<file path="config.mk">
export PLATFORM = sky130hd
export DESIGN_NAME = mac40_unit
export DESIGN_NICKNAME = d
export VERILOG_FILES = /design/src/rtl/mac40_pkg.sv /design/src/rtl/mac40_mult.sv /design/src/rtl/mac40_combine.sv /design/src/rtl/mac40_regs.sv /design/src/rtl/mac40_unit.sv
export SDC_FILE = /design/constraint.sdc
export NUM_CORES = 1
export LEC_CHECK = 0
export BUFFER_PORTS_ARGS = -buffer_cell sky130_fd_sc_hd__clkbuf_2
export CAP_MARGIN = 10
export CORE_MARGIN = 2
export CORE_UTILIZATION = 45
export CTS_BUF_LIST = sky130_fd_sc_hd__clkbuf_4 sky130_fd_sc_hd__clkbuf_8
export DETAILED_ROUTE_END_ITERATION = 12
export SLEW_MARGIN = 20
export SYNTH_ARGS = -nofsm -noshare
export SYNTH_HDL_FRONTEND = slang
export SYNTH_SLANG_ARGS = --single-unit
</file>
<file path="constraint.sdc">
create_clock -name clk -period 3.2 [get_ports clk]
set_input_delay 0.64 -clock clk [delete_from_list [all_inputs] [get_ports clk]]
set_output_delay 0.64 -clock clk [all_outputs]
set_load 0.05 [all_outputs]
</file>
<file path="src/rtl/mac40_pkg.sv">
package mac40_pkg;
  typedef enum logic [1:0] {
    MOP_MUL  = 2'b00,
    MOP_ADD  = 2'b01,
    MOP_SUB  = 2'b10,
    MOP_MUL2 = 2'b11
  } mac_op_e;
endpackage

</file>
<file path="src/rtl/mac40_mult.sv">
module mac40_mult #(
  parameter int OPW  = 16,
  parameter int ACCW = 40
) (
  input  logic [OPW-1:0]  a_i,
  input  logic [OPW-1:0]  b_i,
  input  logic            a_sgn_i,
  input  logic            b_sgn_i,
  input  logic            int_i,
  output logic [ACCW-1:0] prod_o
);
  localparam int PW = 2 * OPW;
  localparam int GW = ACCW - PW;

  // Widen by one bit so the signed multiplier covers unsigned operands too
  function automatic logic [PW-1:0] raw_product(input logic [OPW-1:0] a, input logic [OPW-1:0] b,
                                                input logic as, input logic bs);
    logic signed [OPW:0]     ax;
    logic signed [OPW:0]     bx;
    logic signed [2*OPW+1:0] full;
    ax   = {as & a[OPW-1], a};
    bx   = {bs & b[OPW-1], b};
    full = ax * bx;
    return full[PW-1:0];
  endfunction

  function automatic logic [ACCW-1:0] widen(input logic [PW-1:0] p, input logic any_sgn);
    return any_sgn ? {{GW{p[PW-1]}}, p} : {{GW{1'b0}}, p};
  endfunction

  logic [PW-1:0]   prod_raw;
  logic [ACCW-1:0] prod_ext;

  always_comb begin
    prod_raw = raw_product(a_i, b_i, a_sgn_i, b_sgn_i);
    prod_ext = widen(prod_raw, a_sgn_i | b_sgn_i);
    prod_o   = int_i ? prod_ext : {prod_ext[ACCW-2:0], 1'b0};
  end
endmodule

</file>
<file path="src/rtl/mac40_combine.sv">
module mac40_combine
  import mac40_pkg::*;
#(
  parameter int ACCW = 40
) (
  input  mac_op_e         op_i,
  input  logic [ACCW-1:0] acc_i,
  input  logic [ACCW-1:0] prod_i,
  output logic [ACCW-1:0] res_o
);
  function automatic logic [ACCW-1:0] combine(input mac_op_e op, input logic [ACCW-1:0] acc,
                                              input logic [ACCW-1:0] p);
    case (op)
      MOP_ADD: return acc + p;
      MOP_SUB: return acc - p;
      default: return p;
    endcase
  endfunction

  assign res_o = combine(op_i, acc_i, prod_i);
endmodule

</file>
<file path="src/rtl/mac40_regs.sv">
module mac40_regs #(
  parameter int OPW  = 16,
  parameter int ACCW = 40
) (
  input  logic            clk,
  input  logic            rst_n,
  input  logic            wr_acc_i,
  input  logic            wr_fb_i,
  input  logic [ACCW-1:0] res_i,
  input  logic            ld_en_i,
  input  logic [1:0]      ld_sel_i,
  input  logic [OPW-1:0]  ld_data_i,
  output logic [ACCW-1:0] acc_o,
  output logic [OPW-1:0]  fb_o
);
  localparam int HIW = ACCW - 2 * OPW;

  logic [ACCW-1:0] acc_q;
  logic [OPW-1:0]  fb_q;
  logic            ld_live;

  // A load only lands when no accumulator write claims this cycle
  assign ld_live = ld_en_i & ~wr_acc_i;

  always_ff @(posedge clk or negedge rst_n) begin
    if (!rst_n) begin
      acc_q <= '0;
    end else if (wr_acc_i) begin
      acc_q <= res_i;
    end else if (ld_live) begin
      case (ld_sel_i)
        2'd0:    acc_q[OPW-1:0]      <= ld_data_i;
        2'd1:    acc_q[2*OPW-1:OPW]  <= ld_data_i;
        2'd2:    acc_q[ACCW-1:2*OPW] <= ld_data_i[HIW-1:0];
        default: acc_q               <= acc_q;
      endcase
    end
  end

  always_ff @(posedge clk or negedge rst_n) begin
    if (!rst_n)       fb_q <= '0;
    else if (wr_fb_i) fb_q <= res_i[2*OPW-1:OPW];
  end

  assign acc_o = acc_q;
  assign fb_o  = fb_q;

  a_r8_low_load_keeps_upper: assert property (@(posedge clk) disable iff (!rst_n)
    (ld_live && ld_sel_i == 2'd0) |=> ($stable(acc_q[ACCW-1:OPW]) && acc_q[OPW-1:0] == $past(ld_data_i)));

  a_r8_sel3_no_change: assert property (@(posedge clk) disable iff (!rst_n)
    (ld_live && ld_sel_i == 2'd3) |=> $stable(acc_q));

  a_r9_op_beats_load: assert property (@(posedge clk) disable iff (!rst_n)
    (wr_acc_i && ld_en_i) |=> acc_q == $past(res_i));
endmodule

</file>
<file path="src/rtl/mac40_unit.sv">
module mac40_unit
  import mac40_pkg::*;
#(
  parameter int OPW  = 16,
  parameter int ACCW = 40,
  localparam int HIW = ACCW - 2 * OPW
) (
  input  logic            clk,
  input  logic            rst_n,
  input  logic            op_valid,
  input  logic [1:0]      op_sel,
  input  logic [OPW-1:0]  a_in,
  input  logic [OPW-1:0]  b_in,
  input  logic            a_signed,
  input  logic            b_signed,
  input  logic            int_mode,
  input  logic            to_fb,
  input  logic            ld_en,
  input  logic [1:0]      ld_sel,
  input  logic [OPW-1:0]  ld_data,
  output logic [OPW-1:0]  acc_lo,
  output logic [OPW-1:0]  acc_mid,
  output logic [HIW-1:0]  acc_hi,
  output logic [OPW-1:0]  fb_out
);
  logic [ACCW-1:0] prod_w;
  logic [ACCW-1:0] res_w;
  logic [ACCW-1:0] acc_w;
  logic            wr_acc_w;
  logic            wr_fb_w;
  mac_op_e         op_w;

  assign op_w     = mac_op_e'(op_sel);
  assign wr_acc_w = op_valid & ~to_fb;
  assign wr_fb_w  = op_valid & to_fb;

  mac40_mult #(.OPW(OPW), .ACCW(ACCW)) u_mult (
    .a_i(a_in), .b_i(b_in), .a_sgn_i(a_signed), .b_sgn_i(b_signed),
    .int_i(int_mode), .prod_o(prod_w)
  );

  mac40_combine #(.ACCW(ACCW)) u_comb (
    .op_i(op_w), .acc_i(acc_w), .prod_i(prod_w), .res_o(res_w)
  );

  mac40_regs #(.OPW(OPW), .ACCW(ACCW)) u_regs (
    .clk(clk), .rst_n(rst_n), .wr_acc_i(wr_acc_w), .wr_fb_i(wr_fb_w), .res_i(res_w),
    .ld_en_i(ld_en), .ld_sel_i(ld_sel), .ld_data_i(ld_data),
    .acc_o(acc_w), .fb_o(fb_out)
  );

  assign acc_lo  = acc_w[OPW-1:0];
  assign acc_mid = acc_w[2*OPW-1:OPW];
  assign acc_hi  = acc_w[ACCW-1:2*OPW];

  a_r2_frac_lsb_zero: assert property (@(posedge clk) disable iff (!rst_n)
    (op_valid && !int_mode) |-> prod_w[0] == 1'b0);

  a_r1_unsigned_guard_clear: assert property (@(posedge clk) disable iff (!rst_n)
    (op_valid && int_mode && !a_signed && !b_signed) |-> prod_w[ACCW-1:2*OPW] == '0);

  a_r3_mul_discards_acc: assert property (@(posedge clk) disable iff (!rst_n)
    (wr_acc_w && (op_sel == 2'b00 || op_sel == 2'b11)) |=> acc_w == $past(prod_w));

  a_r6_fb_holds: assert property (@(posedge clk) disable iff (!rst_n)
    (!wr_fb_w) |=> $stable(fb_out));

  a_r7_fb_gets_mid: assert property (@(posedge clk) disable iff (!rst_n)
    wr_fb_w |=> fb_out == $past(res_w[2*OPW-1:OPW]));

  a_r10_idle_holds: assert property (@(posedge clk) disable iff (!rst_n)
    (!op_valid && !ld_en) |=> $stable(acc_w));
endmodule

</file>
==> run metrics <==
final hold violations 0; Fmax between 100 and 150 MHz; Slew @ Worst Pin slightly above 0.9 ns; clk_lat worst skew between 0.3 and 0.4 ns; crit-path max cell delay just under 0.6 ns; P&R area growth vs syn 39.5%; Crit Path Category in2reg; Nets 3076; post-synthesis xor/xnor area fraction under 10%; initial antenna violation count 2; standard-cell row count just over 70; Antenna Cells 0; crit-path most repeated cell fa_1; routed len/inst 17.2 um; Post-Synthesis Cells approximately 2100; GPL Wtd Cong about 0.9; FF+latch count, synth 56; Hold Worst Slack 0.0987 ns; compound-gate portion of the synthesized area approximately 16%; Setup WS post-layout -5.69 ns; most frequent cells in the layout buf_4, inv_1, fa_1; CP max stage cell fa_1; post-synthesis sequential area ratio roughly 8%; Yosys cell types 85; total gr overflow 0; HP Class in2async; startpoint types input pin; status finished, violations left; CP required 3.47 ns; violated checks negative setup slack; simple-gate portion of the synthesized area between 10% and 20%; critical path peak fanout 8; CP Data Arrival Time approximately 9 ns; clock-pin slew on the worst setup and hold paths between 0.1 and 0.15 ns; CTS max path bufs 2; width of the die ~200 um; global-route wire length before repair about 91 mm; vias in the first global route between 15000 and 20000; I/O pin cnt 116; maxcap violations 0; Post-Synth Adder-Cell Area roughly two fifths; RSZ-0062 raised after global routing true; DRT Wirelength between 50 and 60 mm; Setup Slack @ Placement -6.29 ns; CP Capture Type flop; fin crit period around 8.9 ns; main combinational cell family by area after synthesis adder cells; Synth warnings 0; CTS root buffer clkbuf_8; Max Clock Skew 0.0214 ns; pin count of the biggest net entering global routing 40; Max-slew headroom between 30% and 40%; max-slew violation count 0; Mean Syn Cell Area roughly 8.4 sq um; HPWL after DPL between 40 and 50 mm; period utilisation layout 278%; Layout fillers around 3300; mux cell area share after synthesis 3.52%; Setup Total Neg Slack -242.75 ns; Die ar. 40200 sq um; Async SR Flop Fraction 100%; Antenna Nets Post-Route 0; buffers added on ports 115; Initial DRC Count 920; H-tree Lvls 2; CTS tree built; most common cell after layout, fill and taps aside buf_4; DRC 0; Total GRT Usage between 20% and 30%; area of the core 38400 sq um; Inst Count DP ~3100; Detailed Routing Iterations Pass 1 8; number of synthesized flops with an enable pin 0; Netlist Area Pre-Place around 17000 sq um; TritonCTS buffer count 5; die height between 200 and 250 um; layout cells sized above 1 36.2%; Post-Syn Nets 2525; vias 16800; Setup Viol. Count Final 54; Hold-fix buffers, CTS 0; via/cell ratio ~5.4; clk sink count 56; Initial Util 45.3%; top_reg_cell synth dfrtp_1; non-filler cells, final ~3100
sequential cells by signal (all words and copies together), names as in the netlist:
register and count:
u_regs.acc_o 40, u_regs.fb_o 16
metrics by stage:
stage / area, sq um / utilization (%)
after detailed placement: 22500 / 58.5
after CTS: 23800 / 61.9
after floorplan: 18300 / -
after global routing: 24300 / 63.2
after global placement: 22500 / 58.5
final: 24300 / 63.2
cell families (layout without fill, tap and decap cells):
| group | Yosys count | after routing |
|---|---|---|
| xor gates and xnor gates | 83 | 83 |
| and+or+nand+nor | 618 | 618 |
| muxes | 58 | 58 |
| buffers and inverters | 430 | 982 |
| AOI/OAI and AO/OA | 408 | 408 |
| adders and majority gates | 406 | 406 |
| DFF | 56 | 56 |
repair_timing:
item	CTS	global route
setup endpoints to repair	54	54
pin swaps	90	53
buffers inserted	32	23
gates resized for setup	200	81
cell usage after synthesis, drive strengths merged, types with 6 or more instances:
library cell,instances,area share [%]
or3,7,0.28
mux2,25,1.6
nor3,27,0.83
xor2,36,1.8
o211a,7,0.40
o31a,6,0.30
clkbuf,81,1.7
o22ai,8,0.29
o21a,17,0.73
o21bai,10,0.43
or2,12,0.43
nor2b,9,0.32
a21oi,103,3.1
fa,283,33
a211o,8,0.40
a211oi,21,0.96
a21o,27,1.2
o211ai,21,0.94
mux2i,33,1.9
nand3,25,0.72
dfrtp,56,8.1
a31oi,16,0.66
nand4,14,0.50
nor2,79,1.7
o21ai,96,2.8
xnor2,47,2.4
buf,8,0.20
a2111o,7,0.45
inv,340,7.3
and2,128,4.6
nand2,252,5.4
nand2b,13,0.47
o31ai,11,0.50
and3,15,0.54
and4,7,0.35
ha,123,8.8
nor4,10,0.57
worst paths after layout:
check / slack, ns / startpoint / cells after the start / to
min in group clk: 0.50 / u_regs.fb_o[10] / 2 / u_regs.fb_o[10]
hold reg to reg: 0.50 / u_regs.fb_o[10] / 2 / u_regs.fb_o[10]
setup reg to reg: -0.33 / u_regs.acc_o[0] / 15 / u_regs.fb_o[12]
setup / recovery: -5.69 / a_in[15] / 38 / u_regs.acc_o[39]
max in group asynchronous: 2.30 / rst_n / 2 / u_regs.acc_o[23]
hold / removal: 0.1 / rst_n / 1 / u_regs.acc_o[2]
cell type report:
cell class	count	area, sq um	area share [%]
clock buffers	6	82.6	0.340
repair buffers	633	4960	20.5
multi-input cells	1573	15900	65.4
well taps	518	648	2.67
clock inverters	2	13.8	0.0567
inverters	341	1280	5.28
flip-flops and latches	56	1400	5.78
worst max-delay path, delay by kind of cell:
family          cells  cell delay (ns)
buf+inv             9             1.12
xor+xnor            1             0.16
simple gates        7             1.16
fa+ha+maj           8             3.73
compound gates     13             2.37
metal layers:
metal | part of all wire [%] | GRT usage, %
met5 | 0.024 | 0
met4 | 2.3 | 6.24
met3 | 4.4 | 2.69
met2 | 48 | 47.6
met1 | 45 | 37.5
Power is not shown: default switching activity piles up to over one toggle a cycle in this logic, so the estimate is an artifact.
